<file path="src/rtl/hvs_pkg.sv">
// Shared definitions for the sync generator: mode encoding.
package hvs_pkg;
    typedef enum logic [1:0] {
        MODE_MIX      = 2'b00,  // H from counter, V from reference
        MODE_LOCK     = 2'b01,  // H and V restarted by reference
        MODE_FREE     = 2'b10,  // both from counters
        MODE_FREE_ALT = 2'b11   // same as MODE_FREE
    } sync_mode_t;
endpackage

</file>
<file path="src/rtl/hvs_mode_ctl.sv">
// Holds the mode in force. A requested mode is captured only on a clock in
// which a new line begins, so pulse timing never switches mid-line.
// Assumes line_start is high for exactly the clocks where the pixel
// counter loads zero.
module hvs_mode_ctl
    import hvs_pkg::*;
(
    input  logic       clk,
    input  logic       rst_n,
    input  logic [1:0] mode_sel,
    input  logic       line_start,
    output sync_mode_t act_mode
);
    // Mode register: reset to free-running, reload at line start.
    always_ff @(posedge clk) begin
        if (!rst_n)
            act_mode <= MODE_FREE;
        else if (line_start)
            act_mode <= sync_mode_t'(mode_sel);
    end

    assert_mode_hold_R10: assert property (@(posedge clk) disable iff (!rst_n)
        !line_start |=> $stable(act_mode));
endmodule

</file>
<file path="src/rtl/hvs_pixel_ctr.sv">
// Pixel counter across one line. Wraps after line_len-1 (or any larger
// value after a length change) and restarts on clr. Flags the clock on
// which the counter loads zero. Assumes line_len >= 2.
module hvs_pixel_ctr #(
    parameter int CNT_W = 12
) (
    input  logic             clk,
    input  logic             rst_n,
    input  logic             clr,
    input  logic [CNT_W-1:0] line_len,
    output logic [CNT_W-1:0] pix_q,
    output logic             line_start
);
    logic at_end;

    // End-of-line detect and line-start flag.
    always_comb begin
        at_end     = (pix_q >= line_len - 1'b1);
        line_start = at_end || clr;
    end

    // Count register.
    always_ff @(posedge clk) begin
        if (!rst_n)
            pix_q <= '0;
        else if (line_start)
            pix_q <= '0;
        else
            pix_q <= pix_q + 1'b1;
    end

    assert_pix_step_R2: assert property (@(posedge clk) disable iff (!rst_n)
        (!clr && (pix_q < line_len - 1'b1)) |=> (pix_q == $past(pix_q) + 1'b1));
    assert_pix_restart_R7: assert property (@(posedge clk) disable iff (!rst_n)
        clr |=> (pix_q == '0));
endmodule

</file>
<file path="src/rtl/hvs_line_ctr.sv">
// Line counter down one frame. Advances on step, wraps after frame_len-1,
// and clears on clr with priority over step. Assumes frame_len >= 2.
module hvs_line_ctr #(
    parameter int LINE_W = 11
) (
    input  logic              clk,
    input  logic              rst_n,
    input  logic              clr,
    input  logic              step,
    input  logic [LINE_W-1:0] frame_len,
    output logic [LINE_W-1:0] line_q
);
    logic at_last;

    // End-of-frame detect.
    always_comb at_last = (line_q >= frame_len - 1'b1);

    // Count register.
    always_ff @(posedge clk) begin
        if (!rst_n)
            line_q <= '0;
        else if (clr)
            line_q <= '0;
        else if (step)
            line_q <= at_last ? '0 : line_q + 1'b1;
    end

    assert_line_clear_R8: assert property (@(posedge clk) disable iff (!rst_n)
        clr |=> (line_q == '0));
    assert_line_step_R3: assert property (@(posedge clk) disable iff (!rst_n)
        (!clr && step && (line_q < frame_len - 1'b1)) |=> (line_q == $past(line_q) + 1'b1));
    assert_line_idle_R3: assert property (@(posedge clk) disable iff (!rst_n)
        (!clr && !step) |=> $stable(line_q));
endmodule

</file>
<file path="src/rtl/hv_sync_gen.sv">
// Top of the sync generator. Combines the mode register, pixel counter and
// line counter, and forms hout/vout from the counts or from the reference
// vertical pulse according to the mode in force. Reference pulses are
// assumed to be synchronous to clk.
module hv_sync_gen
    import hvs_pkg::*;
#(
    parameter int CNT_W  = 12,
    parameter int LINE_W = 11
) (
    input  logic              clk,
    input  logic              rst_n,
    input  logic [1:0]        mode_sel,
    input  logic              ref_h,
    input  logic              ref_v,
    input  logic [CNT_W-1:0]  line_len,
    input  logic [LINE_W-1:0] frame_len,
    input  logic [CNT_W-1:0]  hs_width,
    input  logic [LINE_W-1:0] vs_width,
    output logic              hout,
    output logic              vout,
    output logic [CNT_W-1:0]  pix_cnt,
    output logic [LINE_W-1:0] line_cnt
);
    sync_mode_t act_mode;
    logic       locked;
    logic       h_clr;
    logic       v_clr;
    logic       line_start;
    logic       ref_v_q;

    // Reference restarts are honoured only in the locked mode.
    always_comb begin
        locked = (act_mode == MODE_LOCK);
        h_clr  = locked && ref_h;
        v_clr  = locked && ref_v;
    end

    hvs_mode_ctl u_mode (
        .clk        (clk),
        .rst_n      (rst_n),
        .mode_sel   (mode_sel),
        .line_start (line_start),
        .act_mode   (act_mode)
    );

    hvs_pixel_ctr #(.CNT_W(CNT_W)) u_pix (
        .clk        (clk),
        .rst_n      (rst_n),
        .clr        (h_clr),
        .line_len   (line_len),
        .pix_q      (pix_cnt),
        .line_start (line_start)
    );

    hvs_line_ctr #(.LINE_W(LINE_W)) u_line (
        .clk       (clk),
        .rst_n     (rst_n),
        .clr       (v_clr),
        .step      (line_start),
        .frame_len (frame_len),
        .line_q    (line_cnt)
    );

    // One register stage on the reference vertical pulse for the mixed mode.
    always_ff @(posedge clk) begin
        if (!rst_n)
            ref_v_q <= 1'b0;
        else
            ref_v_q <= ref_v;
    end

    // Output pulse forming.
    always_comb begin
        hout = (pix_cnt < hs_width);
        if (act_mode == MODE_MIX)
            vout = ref_v_q;
        else
            vout = (line_cnt < vs_width);
    end

    assert_mix_vout_R6: assert property (@(posedge clk) disable iff (!rst_n)
        (line_start == 1'b0 && act_mode == MODE_MIX) |=> (vout == $past(ref_v)));
endmodule

</file>
<file path="config.mk">
export PLATFORM = sky130hd
export DESIGN_NAME = hv_sync_gen
export DESIGN_NICKNAME = d
export VERILOG_FILES = /design/src/rtl/hvs_pkg.sv /design/src/rtl/hvs_mode_ctl.sv /design/src/rtl/hvs_pixel_ctr.sv /design/src/rtl/hvs_line_ctr.sv /design/src/rtl/hv_sync_gen.sv
export SDC_FILE = /design/constraint.sdc
export NUM_CORES = 1
export LEC_CHECK = 0
export BUFFER_PORTS_ARGS = -buffer_cell sky130_fd_sc_hd__buf_2
export CORE_ASPECT_RATIO = 1.5
export CORE_MARGIN = 2
export CORE_UTILIZATION = 45
export CTS_CLUSTER_SIZE = 40
export DETAILED_ROUTE_END_ITERATION = 8
export GPL_ROUTABILITY_DRIVEN = 0
export GPL_TIMING_DRIVEN = 0
export PLACE_DENSITY = 0.71
export SYNTH_ARGS = -nofsm -noshare
export SYNTH_HDL_FRONTEND = slang
export SYNTH_HIERARCHICAL = 1
export SYNTH_SLANG_ARGS = --single-unit
export TNS_END_PERCENT = 5
</file>
<file path="constraint.sdc">
create_clock -name clk -period 4.91 [get_ports clk]
set_clock_uncertainty 0.15 [all_clocks]
set_input_delay 0.491 -clock clk [delete_from_list [all_inputs] [get_ports clk]]
set_output_delay 0.491 -clock clk [all_outputs]
set_load 0.05 [all_outputs]
</file>
==> results.py, run 1 <==
metrics = {
    "layout": {
        "syn_to_final_growth_pct": 20.4,
        "stdcell_area_um2": 3200,
        "drive_gt1_share_pct": 29.4,
        "stdcell_count": 457,
        "n_antenna_cell": 0,
        "nFillCells": 567,
        "layout_common_cells": "buf_2 (76), ha_1 (48), inv_1 (29)",
        "postLayoutCoreUtil_pct": 55.7,
        "final_nets": 486,
        "layout_commonest_cell": "buf_2",
    },
    "power": {
        "p_leak_uw": 0.00159,
        "power_density_nw_per_um2": 157,
        "ir_worst_vdd_mv": 0.0946,
    },
    "critical_path": {
        "end_kind": "register",
        "cp_data_required_time_ns": 4.92,
        "crit_fanout": 10,
        "start_kind": "input pin",
        "crit_arrival_ns": 3.85,
        "crit_type": "in -> reg",
    },
    "detailed_routing": {
        "drc": 0,
        "wl_mm": 6.13,
        "dr.first_iter.drc_count": 87,
        "routedWlPerCell_um": 13.4,
        "vias": 2472,
        "drtAntennaViolNets": 0,
        "drtPass1Iterations": 4,
        "avgViaCountPerCell": 5.41,
    },
    "logic_synthesis": {
        "synth_nets": 405,
        "synth_edf_count": 0,
        "synth-main-ff-cell": "dfxtp_1",
        "syn_area_um2": 2660,
        "ys_async_sr_fraction_pct": 0,
        "synthCells": 305,
        "synth_seq_area_share_pct": 19.6,
        "ys_ff_latch": 26,
        "post_synth.cell_area_avg_um2": 8.72,
        "yosys_warnings": 6,
        "synth.distinct_cells": 48,
    },
    "die": {
        "die_h_um": 98.1,
        "start_util_pct": 46.3,
        "num_rows": 34,
        "die_w_um": 66.8,
        "ios": 77,
        "core_um2": 5740,
        "die_area_um2": 6550,
    },
    "place": {
        "dpl.cell_count": 453,
        "placed_area_um2": 3130,
        "dp_hpwl_mm": 5.13,
        "pre_cts_ws_ns": 0.745,
        "numPortBuffers": 76,
    },
    "run": {
        "max_cap_violations": 0,
    },
    "clock_tree": {
        "clk_path_buf_depth": 2,
        "cts_max_level": 1,
        "cts_root_buffer": "clkbuf_8",
        "hold_buffers": 0,
        "cts.sinks": 26,
        "cts_tree": "done",
        "clock_latency_ns": 0.28,
        "cts_resized": 0,
        "cts.reportedPaths.clkPinSlew_ns": 0.10,
        "postCtsSetupRepairBufs": 0,
        "cts_made_buffers": 3,
    },
    "global_route": {
        "grt_max_degree": 16,
        "grtUsageTotal_pct": 20.0,
        "grt_overflow": 0,
        "grt_pass1_vias": 2495,
        "grt_pass1_wl_mm": 10.4,
        "grt_antenna_before_repair": 0,
    },
    "timing": {
        "relSlewSlack_pct": 57.6,
        "hold_viol_final": 0,
        "worstMarginPinSlew_ns": 0.635,
        "post-route-period-util_pct": 78.4,
        "drv_slew": 0,
        "fmax_ghz": 0.260,
        "rsz0062_at_grt": "no",
        "fin_setup_tns_ns": 0,
        "fin_ws_ns": 1.06,
        "finalSetupViolCount": 0,
        "period_needed_ns": 3.85,
    },
    "status": {
        "status": "finished clean",
    },
    "worst_hold_path": {
        "hold_path.class": "in -> reg",
    },
}
-- per-layer routing --
metal	GRT usage, %	wire [um]	vias up
met1	20.3	2360	1138
li1	-	-	1249
met4	6.59	178	0
met5	0	0	-
met2	40.0	3330	69
met3	2.07	271	16
-- cells in the mapped netlist (all sizes together) (4+ instances only) --
master / count / area share (%)
and4: 4 / 1.4
nor3: 31 / 9.2
o21a: 4 / 1.1
nand2b: 4 / 1.2
a21oi: 17 / 3.2
nand2: 22 / 3.1
nand3: 7 / 1.3
xor2: 10 / 3.3
o21ai: 6 / 1.3
nor2: 17 / 2.5
nand4: 10 / 2.8
dfxtp: 26 / 20
a21o: 5 / 1.4
inv: 29 / 4.1
xnor2: 27 / 8.9
ha: 48 / 23
nor4: 6 / 1.6
-- cells by family (layout without fill, tap and decap cells) --
| family | count (synthesis) | after routing | synth area share, % |
|---|---|---|---|
| xor+xnor | 37 | 37 | 12.2 |
| flops | 26 | 26 | 19.6 |
| compound gates | 44 | 44 | 11.9 |
| mux | 3 | 3 | 1.13 |
| buf+inv | 32 | 112 | 4.94 |
| simple gates | 115 | 115 | 27.7 |
| fa+ha+maj | 48 | 48 | 22.6 |
-- power by group --
part | switching, uW | internal (uW) | leakage [uW]
logic | 56.6 | 45.7 | 0.00134
clock network | 72.8 | 109 | 0.0000357
registers | 3.83 | 213 | 0.000210
-- sequential cells by signal, summed over array words and instances, names as in the netlist --
register         flops
u_mode/act_mode      2
ref_v_q              1
u_pix/pix_q         12
u_line/line_q       11
-- critical path: stages --
cell and delay (ns):
buf_2 0.12, or4_4 0.56, nor4_2 0.26, xnor2_1 0.16, ha_1 0.29, and4_1 0.20, a2111oi_2 0.38, o21ai_2 0.15
buf_6 0.18, a21o_1 0.29, and4_4 0.22, and2_1 0.16, and2b_1 0.16, xnor2_1 0.16, nor3_2 0.05
-- area by class of cell --
cell class | count | area, um^2 | share of cell area (%)
Sequential cell | 26 | 520 | 16.3
Timing Repair Buffer | 76 | 380 | 11.9
Clock inverter | 1 | 30.0 | 0.938
Multi-Input combinational cell | 247 | 2010 | 62.7
Buffer | 3 | 22.5 | 0.704
Clock buffer | 3 | 41.3 | 1.29
Tap cell | 72 | 90.1 | 2.81
Inverter | 29 | 109 | 3.40
-- metrics by stage --
stage          hold WS (ns)  power, uW
4_1_cts               0.267        508
5_1_grt               0.269        530
6_report              0.266        502
3_5_place_dp          0.356        326
2_1_floorplan         0.321        284
3_3_place_gp          0.365        322
-- final timing paths --
path / from / endpoint / slack [ns] / cells after the start
max: line_len[7] / u_line/line_q[7]$_SDFFE_PP0P_ / 1.06 / 15
min reg2reg: u_mode/act_mode[1]$_SDFFE_PN1P_ / u_mode/act_mode[1]$_SDFFE_PN1P_ / 0.38 / 2
min: rst_n / u_mode/act_mode[1]$_SDFFE_PN1P_ / 0.27 / 2
max reg2reg: u_pix/pix_q[9]$_SDFF_PP0_ / u_line/line_q[7]$_SDFFE_PP0P_ / 1.89 / 11
Power figures use the tool's default switching activity.
==> inputs of run 2 (changes only) <==
- clock period: 4.91 -> 3.6 ns (I/O delays scaled with it)
==> results.py, run 2 (synthesized netlist as in run 1, its figures left out) <==
metrics = {
    "status": {
        "status": "finished clean",
    },
    "timing": {
        "period_needed_ns": 3.44,
        "post-route-period-util_pct": 95.4,
        "relSlewSlack_pct": 57.4,
        "fmax_ghz": 0.291,
        "hold_viol_final": 0,
        "fin_ws_ns": 0.164,
        "drv_slew": 0,
        "rsz0062_at_grt": "no",
        "finalSetupViolCount": 0,
        "fin_setup_tns_ns": 0,
        "worstMarginPinSlew_ns": 0.639,
    },
    "clock_tree": {
        "clock_latency_ns": 0.28,
        "cts_max_level": 1,
        "cts_root_buffer": "clkbuf_8",
        "hold_buffers": 0,
        "cts.reportedPaths.clkPinSlew_ns": 0.10,
        "cts_made_buffers": 3,
        "cts.sinks": 26,
        "clk_path_buf_depth": 2,
        "cts_tree": "done",
    },
    "detailed_routing": {
        "drtAntennaViolNets": 0,
        "wl_mm": 6.30,
        "routedWlPerCell_um": 13.6,
        "drc": 0,
        "drtPass1Iterations": 4,
        "vias": 2499,
        "avgViaCountPerCell": 5.39,
        "dr.first_iter.drc_count": 117,
    },
    "global_route": {
        "grt_pass1_wl_mm": 10.4,
        "grt_overflow": 0,
        "grtUsageTotal_pct": 20.0,
        "grt_max_degree": 16,
        "grt_pass1_vias": 2489,
        "grt_antenna_before_repair": 0,
    },
    "power": {
        "power_density_nw_per_um2": 209,
        "p_leak_uw": 0.00163,
        "ir_worst_vdd_mv": 0.130,
    },
    "die": {
        "ios": 77,
        "num_rows": 34,
        "start_util_pct": 46.3,
        "die_h_um": 98.1,
        "die_w_um": 66.8,
        "core_um2": 5740,
        "die_area_um2": 6550,
    },
    "critical_path": {
        "crit_arrival_ns": 3.44,
        "cpPeakStageDelay_ns": 0.57,
        "start_kind": "input pin",
        "crit_fanout": 7,
        "worst_path_most_repeated_cell": "nand4_1",
        "crit_slowest_cell": "or4_4",
        "crit_type": "in -> reg",
        "cp_data_required_time_ns": 3.61,
        "end_kind": "register",
        "crit_path_cell_trace": "buf_2 > or4_4 > nor4_4 > xnor2_1 > ha_1 > nand4_1 > nor4_2 > a21o_4 > and4_4 > and2_1 > nand4_1 > xor2_1 > nor3_2",
        "r2r_slack_ns": 0.82,
    },
    "layout": {
        "largestRegisters": "u_pix/pix_q (12), u_line/line_q (11), u_mode/act_mode (2)",
        "stdcell_count": 464,
        "postLayoutCoreUtil_pct": 57.4,
        "final_nets": 493,
        "n_antenna_cell": 0,
        "syn_to_final_growth_pct": 24.0,
        "stdcell_area_um2": 3300,
        "layout_commonest_cell": "buf_2",
        "largest-register": "u_pix/pix_q",
        "largest_register_ffs": 12,
        "drive_gt1_share_pct": 31.6,
        "layout_common_cells": "buf_2 (76), ha_1 (48), inv_1 (29)",
    },
    "place": {
        "pre_cts_ws_ns": -0.434,
        "dpl.cell_count": 453,
        "placed_area_um2": 3130,
        "numPortBuffers": 76,
        "dp_hpwl_mm": 5.13,
    },
    "worst_hold_path": {
        "hold_path.class": "in -> reg",
    },
    "run": {
        "max_cap_violations": 0,
    },
}
==> run 2: cell count changes in the layout (fill, tap and decap cells not counted), sizes merged <==
| cell | previous run | this run |
|---|---|---|
| buf | 78 | 85 |
==> run 2: path summary, 6_finish.rpt <==
path | cells after the start | startpoint | endpoint
max | 13 | line_len[8] | u_line/line_q[8]$_SDFFE_PP0P_
min | 2 | rst_n | u_mode/act_mode[1]$_SDFFE_PN1P_
max reg2reg | 11 | u_pix/pix_q[10]$_SDFF_PP0_ | u_line/line_q[7]$_SDFFE_PP0P_
min reg2reg | 2 | u_mode/act_mode[1]$_SDFFE_PN1P_ | u_mode/act_mode[1]$_SDFFE_PN1P_
==> run 2: final cells by class <==
cell class / instances / area, um^2
Clock inverter: 1 / 30.0
Buffer: 3 / 22.5
Fill cell: 558 / 2440
Inverter: 29 / 109
Multi-Input combinational cell: 247 / 2050
Timing Repair Buffer: 83 / 433
Clock buffer: 3 / 41.3
Tap cell: 72 / 90.1
Sequential cell: 26 / 520
==> run 2: per-layer routing <==
layer / routed length (um) / global-route usage [%] / up-vias
li1: - / - / 1261
met1: 2380 / 20.4 / 1154
met2: 3480 / 40.1 / 71
met3: 288 / 2.07 / 13
met4: 150 / 6.59 / 0
met5: 0 / 0 / -
==> run 2: where the power goes <==
part / internal [uW] / switching, uW
sequential: 291 / 5.20
clock: 149 / 101
combinational: 62.7 / 79.5
==> run 2: what timing repair did <==
| action | in CTS | in global routing |
|---|---|---|
| gates cloned | 0 | 0 |
| pin swaps | 0 | 5 |
| gates resized for setup | 2 | 5 |
| setup buffers | 1 | 6 |
| setup endpoints to repair | 3 | 5 |
==> run 2: stage by stage <==
stage	hold slack (ns)	total power (uW)
global route	0.137	726
detailed placement	0.356	444
CTS	0.136	694
floorplan	0.272	388
global placement	0.365	440
finish	0.133	688
==> run 2: critical path, delay by kind of cell <==
kind,cells,cell delay (ns)
adders and majority gates,1,0.38
and+or+nand+nor,8,2.03
buffers and inverters,1,0.12
xor gates and xnor gates,2,0.33
AOI/OAI and AO/OA,1,0.22
